File: src/rtl/bsm_pkg.sv
package bsm_pkg;

  typedef enum logic [1:0] {
    POL_A_ONLY   = 2'd0,
    POL_B_ONLY   = 2'd1,
    POL_A_THEN_B = 2'd2,
    POL_B_THEN_A = 2'd3
  } policy_e;

  // Interval in ticks is acceptable when nom - tol <= gap <= nom + tol.
  function automatic logic gap_in_window(input int unsigned gap,
                                         input int unsigned nom,
                                         input int unsigned tol);
    return ((gap + tol) >= nom) && (gap <= (nom + tol));
  endfunction

  // Which pair a given policy follows, given whether it has failed over.
  function automatic logic pick_b(input policy_e pol, input logic on_backup);
    logic r;
    case (pol)
      POL_A_ONLY:   r = 1'b0;
      POL_B_ONLY:   r = 1'b1;
      POL_A_THEN_B: r = on_backup;
      default:      r = ~on_backup;
    endcase
    return r;
  endfunction

endpackage

File: src/rtl/bsm_edge_sync.sv
module bsm_edge_sync #(
  parameter int STAGES = 2
) (
  input  logic clk,
  input  logic rst_n,
  input  logic d,
  output logic rise
);
  logic [STAGES-1:0] sh;
  logic              prev;

  always_ff @(posedge clk) begin
    if (!rst_n) begin
      sh   <= '0;
      prev <= 1'b0;
    end else begin
      sh   <= {sh[STAGES-2:0], d};
      prev <= sh[STAGES-1];
    end
  end

  assign rise = sh[STAGES-1] & ~prev;
endmodule

File: src/rtl/bsm_gap_check.sv
module bsm_gap_check
  import bsm_pkg::*;
#(
  parameter int NOM_TICKS = 8,
  parameter int TOL_TICKS = 2
) (
  input  logic clk,
  input  logic rst_n,
  input  logic edge_i,
  output logic gap_err_o,
  output logic loss_o
);
  localparam int HI_TICKS = NOM_TICKS + TOL_TICKS;
  localparam int CW       = $clog2(HI_TICKS + 1) + 1;

  logic [CW-1:0] cnt;
  logic          locked;
  logic          timeout;
  logic          bad_gap;

  // cnt holds (ticks since last edge - 1); interval at an edge is cnt + 1
  assign timeout = locked && !edge_i && (cnt == CW'(HI_TICKS));
  assign bad_gap = locked && edge_i &&
                   !gap_in_window(32'(cnt) + 32'd1, NOM_TICKS, TOL_TICKS);

  always_ff @(posedge clk) begin
    if (!rst_n) begin
      cnt    <= '0;
      locked <= 1'b0;
    end else if (edge_i) begin
      cnt    <= '0;
      locked <= 1'b1;
    end else if (timeout) begin
      cnt    <= '0;
      locked <= 1'b0;
    end else if (locked) begin
      cnt    <= cnt + 1'b1;
    end
  end

  assign gap_err_o = timeout | bad_gap;
  assign loss_o    = timeout;
endmodule

File: src/rtl/bsm_frame_check.sv
module bsm_frame_check #(
  parameter int FRAME_CLKS = 1024
) (
  input  logic clk,
  input  logic rst_n,
  input  logic clk_edge_i,
  input  logic frm_edge_i,
  input  logic loss_i,
  output logic frm_err_o
);
  localparam int FW = $clog2(FRAME_CLKS + 1) + 1;

  logic [FW-1:0] ecnt;
  logic [FW-1:0] ecnt_nx;
  logic          armed;
  logic          wrong_len;
  logic          missing;

  assign ecnt_nx   = ecnt + FW'(clk_edge_i);
  assign wrong_len = armed && frm_edge_i && (ecnt_nx != FW'(FRAME_CLKS));
  assign missing   = armed && !frm_edge_i && (ecnt_nx > FW'(FRAME_CLKS));

  always_ff @(posedge clk) begin
    if (!rst_n) begin
      ecnt  <= '0;
      armed <= 1'b0;
    end else if (loss_i) begin
      ecnt  <= '0;
      armed <= 1'b0;
    end else if (frm_edge_i) begin
      ecnt  <= '0;
      armed <= 1'b1;
    end else if (missing) begin
      ecnt  <= '0;
      armed <= 1'b0;
    end else if (armed) begin
      ecnt  <= ecnt_nx;
    end
  end

  assign frm_err_o = wrong_len | missing;
endmodule

File: src/rtl/bsm_pair_monitor.sv
module bsm_pair_monitor #(
  parameter int NOM_TICKS   = 8,
  parameter int TOL_TICKS   = 2,
  parameter int FRAME_CLKS  = 1024,
  parameter int SYNC_STAGES = 2
) (
  input  logic clk,
  input  logic rst_n,
  input  logic bus_clk_i,
  input  logic bus_frm_i,
  output logic clk_err_o,
  output logic frm_err_o
);
  logic clk_rise;
  logic frm_rise;
  logic lost;

  bsm_edge_sync #(.STAGES(SYNC_STAGES)) u_sync_clk (
    .clk(clk), .rst_n(rst_n), .d(bus_clk_i), .rise(clk_rise)
  );

  bsm_edge_sync #(.STAGES(SYNC_STAGES)) u_sync_frm (
    .clk(clk), .rst_n(rst_n), .d(bus_frm_i), .rise(frm_rise)
  );

  bsm_gap_check #(.NOM_TICKS(NOM_TICKS), .TOL_TICKS(TOL_TICKS)) u_gap (
    .clk(clk), .rst_n(rst_n), .edge_i(clk_rise),
    .gap_err_o(clk_err_o), .loss_o(lost)
  );

  bsm_frame_check #(.FRAME_CLKS(FRAME_CLKS)) u_frm (
    .clk(clk), .rst_n(rst_n), .clk_edge_i(clk_rise),
    .frm_edge_i(frm_rise), .loss_i(lost), .frm_err_o(frm_err_o)
  );
endmodule

File: src/rtl/bus_sync_monitor.sv
module bus_sync_monitor
  import bsm_pkg::*;
#(
  parameter int NOM_TICKS   = 8,
  parameter int TOL_TICKS   = 2,
  parameter int FRAME_CLKS  = 1024,
  parameter int SYNC_STAGES = 2
) (
  input  logic       clk,
  input  logic       rst_n,
  input  logic       bclk_a,
  input  logic       bfrm_a,
  input  logic       bclk_b,
  input  logic       bfrm_b,
  input  logic [1:0] policy,
  input  logic       clr_sticky,
  output logic [1:0] err_pulse,
  output logic [3:0] sticky_err,
  output logic [1:0] pair_valid,
  output logic       sel_b
);
  localparam int NPAIR = 2;

  logic [NPAIR-1:0] bus_clk;
  logic [NPAIR-1:0] bus_frm;
  logic [NPAIR-1:0] clk_err_ev;
  logic [NPAIR-1:0] frm_err_ev;
  logic [3:0]       new_err;
  logic             primary_bad;
  logic             on_backup;
  policy_e          pol;

  assign bus_clk = {bclk_b, bclk_a};
  assign bus_frm = {bfrm_b, bfrm_a};
  assign pol     = policy_e'(policy);

  for (genvar i = 0; i < NPAIR; i++) begin : g_pair
    bsm_pair_monitor #(
      .NOM_TICKS(NOM_TICKS), .TOL_TICKS(TOL_TICKS),
      .FRAME_CLKS(FRAME_CLKS), .SYNC_STAGES(SYNC_STAGES)
    ) u_mon (
      .clk(clk), .rst_n(rst_n),
      .bus_clk_i(bus_clk[i]), .bus_frm_i(bus_frm[i]),
      .clk_err_o(clk_err_ev[i]), .frm_err_o(frm_err_ev[i])
    );
    assign new_err[2*i]     = clk_err_ev[i];
    assign new_err[2*i + 1] = frm_err_ev[i];
    assign pair_valid[i]    = ~|sticky_err[2*i +: 2];
  end

  assign err_pulse = clk_err_ev | frm_err_ev;

  always_ff @(posedge clk) begin
    if (!rst_n || clr_sticky) sticky_err <= '0;
    else                      sticky_err <= sticky_err | new_err;
  end

  always_comb begin
    case (pol)
      POL_A_THEN_B: primary_bad = ~pair_valid[0];
      POL_B_THEN_A: primary_bad = ~pair_valid[1];
      default:      primary_bad = 1'b0;
    endcase
  end

  always_ff @(posedge clk) begin
    if (!rst_n || clr_sticky) on_backup <= 1'b0;
    else if (primary_bad)     on_backup <= 1'b1;
  end

  always_ff @(posedge clk) begin
    if (!rst_n) sel_b <= 1'b0;
    else        sel_b <= pick_b(pol, on_backup);
  end
endmodule

File: config.mk
export PLATFORM = sky130hd
export DESIGN_NAME = bus_sync_monitor
export DESIGN_NICKNAME = d
export VERILOG_FILES = /design/src/rtl/bsm_pkg.sv /design/src/rtl/bsm_edge_sync.sv /design/src/rtl/bsm_gap_check.sv /design/src/rtl/bsm_frame_check.sv /design/src/rtl/bsm_pair_monitor.sv /design/src/rtl/bus_sync_monitor.sv
export SDC_FILE = /design/constraint.sdc
export NUM_CORES = 1
export LEC_CHECK = 0
export BUFFER_PORTS_ARGS = -buffer_cell sky130_fd_sc_hd__buf_2
export CORE_MARGIN = 2
export CORE_UTILIZATION = 35
export DETAILED_ROUTE_END_ITERATION = 10
export PLACE_DENSITY = 0.54
export SLEW_MARGIN = 20
export SYNTH_ARGS = -nofsm -noshare
export SYNTH_HDL_FRONTEND = slang
export SYNTH_SLANG_ARGS = --single-unit
File: constraint.sdc
create_clock -name clk -period 7.3 [get_ports clk]
set_clock_uncertainty 0.2 [all_clocks]
set_input_delay 0.365 -clock clk [delete_from_list [all_inputs] [get_ports clk]]
set_output_delay 0.365 -clock clk [all_outputs]
set_load 0.01 [all_outputs]
; ---- Word level (Yosys, flattened, before mapping)
; Cells that the tools add are included.
[classes]
addsub = 8
order_cmp = 6
n_eq_ne = 7
muxes = 10
bitwise_logic = 16
reduce_logical = 41
[op_table]
columns = operator, count
row1 = adder 12 x 1 -> 12 bit, 2
row2 = "greater-than comparator 12 x 11 -> 1 bit, second input constant", 2
row3 = "!= test 12 x 11 -> 1 bit, second input constant", 2
row4 = logical AND 1 bit, 18
row5 = "adder 6 x 2 -> 7 bit, second input constant", 2
row6 = "greater-or-equal comparator 7 x 4 -> 1 bit, second input constant", 2
row7 = "adder 5 x 1 -> 6 bit, second input constant", 2
row8 = "<= comparator 6 x 4 -> 1 bit, second input constant", 2
row9 = "adder 5 x 1 -> 5 bit, second input constant", 2
row10 = "equality test 5 x 4 -> 1 bit, second input constant", 2
row11 = zero test 1 bit, 9
row12 = 2-to-1 mux 1 bit, 8
row13 = nonzero test 2 bit, 4
row14 = OR reduction 2 bit, 4
row15 = OR reduction 4 bit, 2
row16 = NOT 1 bit, 6
row17 = OR reduction 3 bit, 2
row18 = bitwise AND 1 bit, 4
row19 = "equality test 2 bit, second input constant", 2
row20 = bitwise OR 1 bit, 4
row21 = bitwise OR 4 bit, 1
row22 = one-hot mux 1 bit (3 select lines), 1
row23 = "equality test 2 x 1 -> 1 bit, second input constant", 1
row24 = zero test 2 bit, 1
row25 = other kinds (3), 3
[word_totals]
regBits = 56
input_bits = 9
output_inout_bits = 9
elab_cells = 107

; ---- Logic depth before layout (Yosys ltp)
; Gate-level depths: netlist of the first run.
[depth]
ltp_word = 8
depth_mapped = 11
ltp_nobuf = 10

; ---- Hierarchy
; Synthesis of the first run repeated with hierarchy kept, for this count alone.
[hier_totals]
cells_unflattened = 396
area_unflattened_um2 = 3468.3
[by_module_without_submodules]
columns = module, instances, cells_each, area_per_inst_um2, seq_area_each_um2
row1 = bsm_frame_check, 2, 115, 975.9, 260.2
row2 = bsm_gap_check, 2, 56, 462.9, 120.1
row3 = bsm_edge_sync, 4, 7, 92.6, 60.1
row4 = bus_sync_monitor, 1, 26, 220.2, 120.1

; ---- Worst setup path before layout of the first run
; OpenSTA, ideal clock, no wires.
[synth_path]
kind = flip-flop to output port
startpoint = register g_pair[1].u_mon.u_sync_clk.prev
endpoint = output err_pulse[1]
arrival_time_ns = 2.359
required_ns = 6.735
setup_slack_ns = 4.376
stages_incl_launch_ff = 11
n_path_buf = 0
cell_sequence = dfxtp_1 -> nand2b_1 -> inv_1 -> ha_1 -> ha_1 -> and2b_1 -> or4_1 -> a2111oi_4 -> nand3_1 -> a21oi_1 -> o21ai_1
[synth_via]
elab_chain_len = 7
elab_cells_between_ends = 15
cone_classes = 1 x add/sub / 1 x order compare / 1 x eq/ne / 5 x bitwise / 7 x reduce/logical
[synth_rtl]
columns = item, line_no
row1 = start: declaration, bsm_edge_sync.sv:10  ; logic prev;
row2 = start signal: assignment, bsm_edge_sync.sv:18  ; prev <= sh[STAGES-1];
row3 = NOT 1 bit *, bsm_edge_sync.sv:22  ; assign rise = sh[STAGES-1] & ~prev;
row4 = bitwise AND 1 bit *, bsm_edge_sync.sv:22
row5 = net g_pair[1].u_mon.clk_rise, bsm_pair_monitor.sv:14  ; logic clk_rise;
row6 = adder 12 x 1 -> 12 bit / zero test 1 bit (equally long branches), "bsm_frame_check.sv:19, bsm_gap_check.sv:22"
row7 = greater-than comparator 12 x 11 -> 1 bit (tied with other cells), bsm_frame_check.sv:21  ; assign missing = armed && !frm_edge_i && (ecnt_nx > FW'(FRAME_CLKS));
row8 = "logical AND 1 bit, on equally long branches", "bsm_frame_check.sv:21, bsm_frame_check.sv:20, bsm_gap_check.sv:22"
row9 = "bitwise OR 1 bit, on equally long branches", "bsm_frame_check.sv:41, bsm_gap_check.sv:41"
row10 = bitwise OR 2 bit *, bus_sync_monitor.sv:51  ; assign err_pulse = clk_err_ev | frm_err_ev;
row11 = end: declaration, bus_sync_monitor.sv:17  ; output logic [1:0] err_pulse,
; The timed path passes the listed nets; every way through them passes the cells marked *.

; ---- Worst setup path in the final report of the first run
; Same ends and word-level chain as after synthesis.

==> out/results.ini, run 1 <==
[critical_path]
timing.critical_path.slowest_stage_cell = sky130_fd_sc_hd__or4_1
crit_family = simple AND/OR/NAND/NOR gates
critPathMaxStageDelay_ns = 0.51
cp_dominant_cell_by_count = sky130_fd_sc_hd__ha_1
worstPathCellList = nand2b_1, inv_1, ha_1, ha_1, and2b_1, or4_1, a2111oi_4, nand3_1, a21oi_1, o21ai_1, buf_2
critical_path.n_buffers_inverters = 2
path_max_fanout = 6
cp_data_required_time_ns = 6.73
critical_path_class = flop to output port
critical_path.startpoint_type = flop
crit_path_end_kind = output port
timing.critical_path.arrival_ns = 3.01

[yosys]
yosys-top-cells-count = sky130_fd_sc_hd__dfxtp_1, sky130_fd_sc_hd__nor2_1, sky130_fd_sc_hd__nand2_1
ys_ff_latch = 56
synth-seq-area-share = 0.364
syn-num-nets = 390
synth-async-reset-ratio = 0
yosys_most_used_dff = sky130_fd_sc_hd__dfxtp_1
yosys_warnings = 0
netlist.area_leader.share = 0.364
post_synth_inst_count = 371
yosysMostFrequentCell = sky130_fd_sc_hd__dfxtp_1
synth_cell_type_count = 58
synth-edff-count = 0
synth.area.top_cells = sky130_fd_sc_hd__dfxtp_1, sky130_fd_sc_hd__xor2_1, sky130_fd_sc_hd__nor2_1
syn-cell-area_sq_mm = 0.00308
post_synth.cell_area_avg_sq_um = 8.30
netlist.top_cell.by_area = sky130_fd_sc_hd__dfxtp_1

[floorplan]
die-area_sq_mm = 0.00956
floorplan.rows = 34
ios = 18
start_util = 0.356
floorplan.die.height_microns = 97.8
core_area_sq_mm = 0.00864
die-width_microns = 97.8

[grt]
grt_most_used_layer = met2
grt_first_pass_wirelength_microns = 10800
global_route.usage.met3 = 0.0265
met1_usage = 0.187
grt_start_max_net_pins = 23
globalRoute.totalOverflow = 0
antenna_violations_before_repair = 0
globalRouteMet2Util = 0.205
grt_usage = 0.132
grt_pass1_vias = 2346

[place]
count_of_buffers_from_port_buffering = 17
place.gp.congestion = 0.838
place_ws_ns = 4.02
instance_area_at_placement_sq_mm = 0.00320
hpwl_microns = 4220

[clock_network]
hold_buffers = 0
tritoncts_clock_tree = yes
clk_transition_reported_paths_ns = 0.11
postCtsResizedCells = 0
cts_inserted_buffers = 5
cts_sinks = 56
clkLatencyLatePin_ns = 0.31
cts-root-buf = sky130_fd_sc_hd__clkbuf_8
clock_path_buffers = 2
cts_setup_buffers = 0
htree_levels = 2

[routing]
mean_routed_wirelength_per_cell_microns = 12.3
detail_route.wirelength_microns = 5930
dr_total_vias = 2494
iter_0_drt_violations = 159
ant_nets = 0
drc = 0
firstDrtPassIters = 4
route.detailed.vias_per_inst = 5.17

[pwr]
power.static_leakage_nw = 1.27
power.density_mw_per_mm2 = 161
vdd.ir_drop.worst_mv = 0.0976

[timing]
maximum_frequency_from_static_timing_analysis_ghz = 0.280
min_setup_slack_post_route_ns = 3.72
rsz_0062_raised_after_global_routing = no
max-slew-margin-rel = 0.423
finalHoldWorstSlack_ns = 0.0525
max_slew.worst_pin.slew_ns = 0.859
slew_violations = 0
report.final.setup_viol = 0
post-route-min-period_ns = 3.58
final_min_period_over_clock_period = 0.490
final.setup.tns_ns = 0
timing.final.hold_violations = 0

[finish]
insertedDiodeCount = 0
finished_core_util = 0.382
num-fill-cells = 899
layout.nets = 392
drive_above_1_share = 0.0882
post_route_design_area_sq_mm = 0.00330
layout-area-overhead-vs-synth_pct = 7.19

[min_path]
timing.hold.worst.class = input port to flop

[job]
max_cap_viol_count = 0

[status]
outcome = finished clean

==> power breakdown <==
group / leakage [nW] / internal (mW) / total, mW / switching (mW)
registers: 0.454 / 0.311 / 0.318 / 0.00673
logic: 0.765 / 0.0136 / 0.0325 / 0.0189
clock network: 0.0463 / 0.0708 / 0.181 / 0.110
total: 1.27 / 0.395 / 0.531 / 0.136
==> routing by layer <==
metal	vias up	wire length, microns
met5	-	0
met3	2	164
met1	1161	3080
met4	0	42
li1	1301	-
met2	30	2640
==> path summary, 6_finish.rpt <==
path / to / slack [ns] / from / depth (start not counted)
worst min register to register: g_pair[0].u_mon.u_sync_clk.sh[1] / 0.24 / g_pair[0].u_mon.u_sync_clk.sh[0] / 1
worst min-delay path: g_pair[1].u_mon.u_sync_clk.sh[0] / 0.05 / bclk_b / 2
worst max-delay path: err_pulse[1] / 3.72 / g_pair[1].u_mon.u_sync_clk.prev / 11
worst max register to register: g_pair[1].u_mon.u_frm.ecnt[6] / 4.02 / g_pair[1].u_mon.u_sync_clk.prev / 10
==> worst register-to-register path, cell delays in order (launching register included) <==
cell and delay, ns:
sky130_fd_sc_hd__dfxtp_1 0.31, sky130_fd_sc_hd__nand2b_1 0.17, sky130_fd_sc_hd__inv_1 0.11, sky130_fd_sc_hd__ha_1 0.19
sky130_fd_sc_hd__ha_1 0.25, sky130_fd_sc_hd__and2b_1 0.19, sky130_fd_sc_hd__or4_1 0.51, sky130_fd_sc_hd__a2111oi_4 0.35
sky130_fd_sc_hd__a31oi_2 0.35, sky130_fd_sc_hd__nor2_1 0.39, sky130_fd_sc_hd__a22o_1 0.21
==> placed cells by master (no fill, tap or decap), types with 2 or more instances in the layout <==
cell type	synthesis	routed
sky130_fd_sc_hd__and2_1	15	15
sky130_fd_sc_hd__o41ai_1	5	5
sky130_fd_sc_hd__dfxtp_1	56	56
sky130_fd_sc_hd__o211ai_1	3	3
sky130_fd_sc_hd__xnor2_1	14	14
sky130_fd_sc_hd__mux2i_1	4	4
sky130_fd_sc_hd__clkbuf_8	0	5
sky130_fd_sc_hd__a311oi_1	3	3
sky130_fd_sc_hd__nand3_1	16	16
sky130_fd_sc_hd__nand2b_1	8	8
sky130_fd_sc_hd__nor4_1	4	4
sky130_fd_sc_hd__and2b_1	2	2
sky130_fd_sc_hd__o21ai_0	11	11
sky130_fd_sc_hd__or4_1	2	2
sky130_fd_sc_hd__a21oi_1	8	8
sky130_fd_sc_hd__xor2_1	20	20
sky130_fd_sc_hd__and3_1	9	9
sky130_fd_sc_hd__buf_2	3	17
sky130_fd_sc_hd__ha_1	10	10
sky130_fd_sc_hd__a22o_1	5	5
sky130_fd_sc_hd__or3_1	2	2
sky130_fd_sc_hd__inv_1	17	17
sky130_fd_sc_hd__a221o_1	2	2
sky130_fd_sc_hd__nor2b_1	4	4
sky130_fd_sc_hd__a31oi_1	5	5
sky130_fd_sc_hd__nand2_1	27	27
sky130_fd_sc_hd__o21ai_1	2	2
sky130_fd_sc_hd__nor2_1	43	43
sky130_fd_sc_hd__o32a_1	2	2
sky130_fd_sc_hd__nor3_1	10	10
sky130_fd_sc_hd__a211oi_1	3	3
sky130_fd_sc_hd__o31ai_1	3	3
sky130_fd_sc_hd__nand4_1	12	12
==> sequential cells by signal, indices dropped and copies added (netlist names) <==
register and cells:
g_pair.u_mon.u_sync_clk.sh 4, g_pair.u_mon.u_sync_frm.prev 2, g_pair.u_mon.u_sync_clk.prev 2, g_pair.u_mon.u_frm.armed 2, on_backup 1, g_pair.u_mon.u_gap.cnt 10
sticky_err 4, g_pair.u_mon.u_frm.ecnt 24, sel_b 1, g_pair.u_mon.u_gap.locked 2, g_pair.u_mon.u_sync_frm.sh 4
==> layout make-up <==
| cell class | count | area (sq um) | area share |
|---|---|---|---|
| multi-input combinational | 274 | 1790 | 0.542 |
| sequential | 56 | 1120 | 0.340 |
| tap | 108 | 135 | 0.0410 |
| inverter | 18 | 67.6 | 0.0205 |
| timing repair buffer | 18 | 92.6 | 0.0281 |
| clock buffer | 5 | 68.8 | 0.0209 |
| clock inverter | 3 | 27.5 | 0.00834 |
==> per-stage QoR <==
step	std cells	power, mW
floorplan	371	0.348
global route	482	0.558
global placement	474	0.357
detailed placement	474	0.357
CTS	482	0.540
finish	482	0.531
==> cells by family after synthesis <==
group                      Yosys count  share of synthesized area
xor gates and xnor gates            34                     0.0967
AOI/OAI and AO/OA                   66                      0.164
buffers and inverters               41                     0.0553
DFF                                 56                      0.364
and+or+nand+nor                    159                      0.262
adders and majority gates           10                     0.0407
muxes                                5                     0.0167
Note: power is estimated with default switching activity, not from simulation.
==> run 2, diff against run 1 <==
Settings changed: ABC_AREA set to 1, PLACE_DENSITY 0.54 to 0.56.
Clock period 7.3 ns to 3.1 ns, I/O delays scaled along.
==> run 2 against run 1 <==
Compared with the run above:
- sequential cell count stayed put
- first-iteration DRC count shrank 43%
- via count rose by 9.3%
- area after synthesis rose by 0.57%
- register-to-register slack got worse by 3.5 ns
- die area is 0.55% higher
- core utilization rose by 2.3 points
- sequential share of layout area decreased by 1.9 points
- clock-buffer cell count increased by 1
==> out/results.ini, run 2 <==
[routing]
dr_total_vias = 2725
firstDrtPassIters = 4
ant_nets = 0
mean_routed_wirelength_per_cell_microns = 9.90
drc = 0
iter_0_drt_violations = 90
detail_route.wirelength_microns = 5940
route.detailed.vias_per_inst = 4.54

[floorplan]
start_util = 0.358
core_area_sq_mm = 0.00864
die-width_microns = 98.0
floorplan.die.height_microns = 98.0
floorplan.rows = 34
die-area_sq_mm = 0.00961
ios = 18

[place]
hpwl_microns = 4450
place_ws_ns = 0.358
instance_area_at_placement_sq_mm = 0.00327
place.gp.congestion = 0.800
count_of_buffers_from_port_buffering = 17

[finish]
mostFrequentLayoutCells = sky130_fd_sc_hd__nand2_1, sky130_fd_sc_hd__inv_1, sky130_fd_sc_hd__dfxtp_1, sky130_fd_sc_hd__nor2_1, sky130_fd_sc_hd__o21ai_0
largest_register_ffs = 24
post_route_design_area_sq_mm = 0.00350
insertedDiodeCount = 0
final_common_cell = sky130_fd_sc_hd__nand2_1
largest-register = g_pair.u_mon.u_frm.ecnt
drive_above_1_share = 0.142
layout.nets = 510
biggestRegsByFlops = g_pair.u_mon.u_frm.ecnt x24, g_pair.u_mon.u_gap.cnt x10
layout-area-overhead-vs-synth_pct = 13.0

[grt]
antenna_violations_before_repair = 0
globalRoute.totalOverflow = 0
grt_pass1_vias = 2460
grt_first_pass_wirelength_microns = 10500
grt_start_max_net_pins = 19
grt_usage = 0.128

[min_path]
worstHoldStart = policy[0]
hold_path_depth = 4
timing.hold.worst.class = input port to flop
worst_hold_path.endpoint = on_backup

[clock_network]
cts_sinks = 56
cts_setup_buffers = 0
clk_transition_reported_paths_ns = 0.11
cts-root-buf = sky130_fd_sc_hd__clkbuf_8
tritoncts_clock_tree = yes
cts_inserted_buffers = 5
clkLatencyLatePin_ns = 0.31
htree_levels = 2
clock_path_buffers = 2

[yosys]
synth-compound-area-share = 0.102
synth-simple-area-share = 0.361
synth.area.top_cells = sky130_fd_sc_hd__dfxtp_1, sky130_fd_sc_hd__nand2_1, sky130_fd_sc_hd__inv_1
main_combinational_cell_family_by_area_after_synthesis = simple AND/OR/NAND/NOR gates
netlist.top_cell.by_area = sky130_fd_sc_hd__dfxtp_1
synth_mux_area_frac = 0.00647
yosys.area_share.adder = 0.0404
syn-cell-area_sq_mm = 0.00310
yosysMostFrequentCell = sky130_fd_sc_hd__nand2_1
synth-edff-count = 0
post_synth_inst_count = 464
netlist.area_leader.share = 0.362
synth-seq-area-share = 0.362
post_synth.cell_area_avg_sq_um = 6.67
synth-async-reset-ratio = 0
syn-num-nets = 483
ys_ff_latch = 56
yosys-top-cells-count = sky130_fd_sc_hd__nand2_1, sky130_fd_sc_hd__inv_1, sky130_fd_sc_hd__dfxtp_1
yosys_most_used_dff = sky130_fd_sc_hd__dfxtp_1
synth_cell_type_count = 31
yosys_warnings = 0
synth_xor_area_frac = 0.0198

[timing]
post-route-min-period_ns = 2.79
report.final.setup_viol = 0
final.setup.tns_ns = 0
final_min_period_over_clock_period = 0.900
max_slew.worst_pin.slew_ns = 0.500
slew_violations = 0
max-slew-margin-rel = 0.666
min_setup_slack_post_route_ns = 0.312
timing.final.hold_violations = 0
rsz_0062_raised_after_global_routing = no
maximum_frequency_from_static_timing_analysis_ghz = 0.359

[pwr]
power.switching_fraction = 0.273
power.static_leakage_nw = 1.53
power_switching_uw = 365
power.share.sequential = 0.579
power.density_mw_per_mm2 = 382
share_clk_of_total_power = 0.310
comb_power_share = 0.111
internal_power_uw = 971
vdd.ir_drop.worst_mv = 0.190

[critical_path]
cp_data_required_time_ns = 2.74
critPathMaxStageDelay_ns = 0.34
worstPathCellList = inv_1, nor2_2, ha_1, ha_1, nand2_2, nor2_2, nand2_1, nand2_1, nand2_1, nor3_2, nand2_1, o21ai_1, nand3_1, buf_2
timing.critical_path.slowest_stage_cell = sky130_fd_sc_hd__dfxtp_1
worst-r2r-cell-count = 14
path_max_fanout = 5
crit_path_end_kind = output port
cp_dominant_cell_by_count = sky130_fd_sc_hd__nand2_1
reg2reg_setup_slack_ns = 0.51
worstSetupStartpoint = g_pair[1].u_mon.u_sync_clk.sh[1]
r2r_start = g_pair[1].u_mon.u_sync_clk.sh[1]
critical_path.startpoint_type = flop
timing.critical_path.arrival_ns = 2.43
critical_path_class = flop to output port
worst_reg2reg_endpoint = g_pair[1].u_mon.u_frm.ecnt[0]

[job]
max_cap_viol_count = 0

[status]
outcome = finished clean

==> run 2: power groups by stage <==
stage / Clock, mW / Sequential, mW / Combinational, mW
after floorplan: 0 / 0.779 / 0.115
after global placement: 0 / 0.790 / 0.136
after detailed placement: 0 / 0.790 / 0.137
after CTS: 0.439 / 0.774 / 0.149
after global routing: 0.470 / 0.779 / 0.171
final: 0.414 / 0.774 / 0.148
==> run 2: metal layers <==
layer,vias to the layer above,share of wire,wire (microns),GRT usage
met5,-,0,0,0
met4,0,0.0061,36,0.0363
met3,2,0.020,118,0.0236
met2,19,0.49,2910,0.222
met1,1206,0.48,2880,0.164
li1,1498,-,-,-
==> run 2: cells by family (layout without fill, tap and decap cells) <==
family,Yosys count,in the layout
AO/OA/AOI/OAI,60,60
flip-flops,56,56
buffers and inverters,85,113
adder cells (fa/ha/maj),10,10
AND/OR/NAND/NOR,244,244
XOR/XNOR,7,7
multiplexers,2,2
==> run 2: layout make-up <==
class	instances	area, sq um
Fill cell	911	5140
Multi-Input combinational cell	323	1660
Sequential cell	56	1120
Inverter	75	282
Timing Repair Buffer	30	213
Tap cell	108	135
Clock buffer	6	72.6
Clock inverter	2	17.5
==> run 2: stage by stage <==
step / utilization / hold WS [ns] / power, mW / std cells
4_1_cts: 0.403 / 0.0398 / 1.36 / 600
6_report: 0.405 / 0.0547 / 1.34 / 600
5_1_grt: 0.405 / 0.0523 / 1.42 / 600
2_1_floorplan: - / 0.0526 / 0.894 / 464
3_5_place_dp: 0.379 / 0.144 / 0.927 / 580
3_3_place_gp: 0.379 / 0.138 / 0.926 / 580
==> run 2: timing repair <==
item,in CTS,in global routing
resized for setup,0,8
hold buffers,12,0
endpoints found under the setup margin,0,10
hold endpoints to repair,18,0
==> run 2: worst max path at each step <==
stage	end	slack, ns	cells past startpoint
after floorplan	g_pair[0].u_mon.u_frm.ecnt[9]	0.86	15
after global placement	err_pulse[1]	0.42	14
after detailed placement	g_pair[1].u_mon.u_frm.ecnt[9]	0.36	14
after CTS	err_pulse[1]	0.02	14
after global routing	err_pulse[1]	0.03	14
final	err_pulse[1]	0.31	14
==> run 2: worst max-delay path, delay by kind of cell, from the launching register on <==
family | cells | cell delay, ns
AND/OR/NAND/NOR | 9 | 0.95
adder cells (fa/ha/maj) | 2 | 0.50
flip-flops | 1 | 0.34
buffers and inverters | 2 | 0.20
AO/OA/AOI/OAI | 1 | 0.14
==> run 3, diff against run 2 <==
Settings changed: GPL_TIMING_DRIVEN set to 0.
==> run 3 against run 2 <==
Compared with the run above:
- critical path type unchanged
- clock-buffer cell count down 1
- total power up 10%
- cell count rose by 0.67%
- maximum frequency is 1.3% lower
- sequential power fell by 0.8%
- worst hold slack better by 0.015 ns
- die area unchanged
- setup slack got worse by 0.038 ns
- critical endpoint is now err_pulse[0]
- register-to-register slack improved by 0.14 ns
- global-route usage rose by 0.083 points
- combinational power rose by 5%
- first-iteration DRC count decreased by 17%
==> out/results.ini, run 3 (synthesis gave the netlist of run 2 again) <==
[clock_network]
clock_path_buffers = 2
tritoncts_clock_tree = yes
clkLatencyLatePin_ns = 0.31
htree_levels = 2
cts_inserted_buffers = 5
cts_setup_buffers = 0
cts_sinks = 56
cts-root-buf = sky130_fd_sc_hd__clkbuf_8
clk_transition_reported_paths_ns = 0.10

[routing]
firstDrtPassIters = 4
detail_route.wirelength_microns = 6030
iter_0_drt_violations = 75
drc = 0
dr_total_vias = 2729
route.detailed.vias_per_inst = 4.52
mean_routed_wirelength_per_cell_microns = 9.98
ant_nets = 0

[critical_path]
critical_path_class = flop to output port
critical_path.startpoint_type = flop
reg2reg_setup_slack_ns = 0.65
setup.worst_path.end = err_pulse[0]
crit_path_end_kind = output port
worstSetupStartpoint = g_pair[0].u_mon.u_sync_clk.sh[1]
r2r_start = g_pair[1].u_mon.u_sync_clk.sh[1]
path_max_fanout = 5
worst-r2r-cell-count = 15
cp_data_required_time_ns = 2.74
timing.critical_path.arrival_ns = 2.47
worst_reg2reg_endpoint = g_pair[1].u_mon.u_frm.ecnt[1]

[finish]
insertedDiodeCount = 0
largest_register_ffs = 24
layout-area-overhead-vs-synth_pct = 14.6
mostFrequentLayoutCells = sky130_fd_sc_hd__nand2_1, sky130_fd_sc_hd__inv_1, sky130_fd_sc_hd__dfxtp_1, sky130_fd_sc_hd__nor2_1, sky130_fd_sc_hd__o21ai_0
num-fill-cells = 935
sequential_cell_area_sq_mm = 0.00112
biggestRegsByFlops = g_pair.u_mon.u_frm.ecnt x24, g_pair.u_mon.u_gap.cnt x10
layout.nets = 515
multi_input_comb_area_sq_mm = 0.00166
drive_above_1_share = 0.145
final_common_cell = sky130_fd_sc_hd__nand2_1
largest-register = g_pair.u_mon.u_frm.ecnt

[timing]
max-slew-margin-rel = 0.718
post-route-min-period_ns = 2.83
timing.final.hold_violations = 0
max_slew.worst_pin.slew_ns = 0.423
final.setup.tns_ns = 0
final_min_period_over_clock_period = 0.912
slew_violations = 0
report.final.setup_viol = 0
finalHoldWorstSlack_ns = 0.0695
maximum_frequency_from_static_timing_analysis_ghz = 0.354

[place]
count_of_buffers_from_port_buffering = 17
hpwl_microns = 4490
place.gp.congestion = 0.843

[floorplan]
floorplan.die.height_microns = 98.0
floorplan.rows = 34
die-width_microns = 98.0
ios = 18
start_util = 0.358
die-area_sq_mm = 0.00961
core_area_sq_mm = 0.00864

[grt]
antenna_violations_before_repair = 0
globalRoute.totalOverflow = 0
grt_usage = 0.129
grt_start_max_net_pins = 17
grt_first_pass_wirelength_microns = 10500
grt_pass1_vias = 2495

[min_path]
timing.hold.worst.class = input port to flop

[status]
outcome = finished clean

[pwr]
power_mw = 1.47
vdd.ir_drop.worst_mv = 0.212
power.static_leakage_nw = 1.56
power.density_mw_per_mm2 = 416

[job]
max_cap_viol_count = 0

run 3: cell types whose count changed in the layout (fill, tap and decap cells not counted):
cell                            delta
sky130_fd_sc_hd__nor2_2            -1
sky130_fd_sc_hd__clkbuf_1          +6
sky130_fd_sc_hd__dlygate4sd3_1     -4
sky130_fd_sc_hd__buf_2             +1
sky130_fd_sc_hd__o21ai_0           +1
sky130_fd_sc_hd__o21ai_1           -1
sky130_fd_sc_hd__bufinv_16         +2
sky130_fd_sc_hd__nor2_4            +1
sky130_fd_sc_hd__buf_6             +2
sky130_fd_sc_hd__inv_6             -2
sky130_fd_sc_hd__buf_4             -1
run 3: worst min-delay path by stage:
stage	from	end	slack, ns	cells past startpoint
finish	policy[0]	on_backup	0.07	4
detailed placement	bfrm_b	g_pair[1].u_mon.u_sync_frm.sh[0]	0.14	3
CTS	policy[0]	on_backup	0.05	4
global route	policy[0]	on_backup	0.11	4
floorplan	rst_n	g_pair[0].u_mon.u_sync_clk.prev	0.05	2
global placement	bfrm_b	g_pair[1].u_mon.u_sync_frm.sh[0]	0.14	3
run 3: critical path: stages, from the launching register on:
cell                       delay (ns)
sky130_fd_sc_hd__dfxtp_1         0.34
sky130_fd_sc_hd__inv_1           0.07
sky130_fd_sc_hd__nor2_4          0.14
sky130_fd_sc_hd__ha_1            0.22
sky130_fd_sc_hd__ha_2            0.24
sky130_fd_sc_hd__nand2_1         0.10
sky130_fd_sc_hd__nor2_2          0.16
sky130_fd_sc_hd__nand2_1         0.08
sky130_fd_sc_hd__nand2_1         0.05
sky130_fd_sc_hd__nand2_1         0.06
sky130_fd_sc_hd__clkinv_1        0.05
sky130_fd_sc_hd__nand3_1         0.07
sky130_fd_sc_hd__nor2_1          0.09
sky130_fd_sc_hd__nand2_1         0.07
sky130_fd_sc_hd__o21ai_0         0.14
sky130_fd_sc_hd__nand3_1         0.11
sky130_fd_sc_hd__buf_2           0.16
run 3: timing repair:
item	4_1_cts	5_1_grt
hold endpoints to repair	12	0
endpoints found under the setup margin	1	2
resized for setup	1	7
hold buffers	8	0
run 3: power breakdown:
group / internal (mW) / switching [mW]
registers: 0.745 / 0.0232
logic: 0.0608 / 0.0949
clock network: 0.318 / 0.233
run 3: layout make-up:
cell class / instances / share of cell area
buffer: 10 / 0.0152
clock buffer: 5 / 0.0194
clock inverter: 2 / 0.0169
inverter: 75 / 0.0794
multi-input combinational: 323 / 0.468
sequential: 56 / 0.316
tap: 108 / 0.0381
timing repair buffer: 25 / 0.0466
run 3: metal layers:
metal	track usage	routed length (microns)
met5	0	0
met4	0.0321	64
met3	0.0258	151
met2	0.213	2750
met1	0.174	3060
run 3: through the flow:
stage / util / cell area, sq um / instances / setup WS, ns
2_1_floorplan: - / 3100 / 464 / 0.862
3_3_place_gp: 0.384 / 3320 / 589 / 0.301
3_5_place_dp: 0.384 / 3320 / 589 / 0.283
4_1_cts: 0.408 / 3530 / 604 / 0.0238
5_1_grt: 0.411 / 3550 / 604 / -0.0112
6_report: 0.411 / 3550 / 604 / 0.274
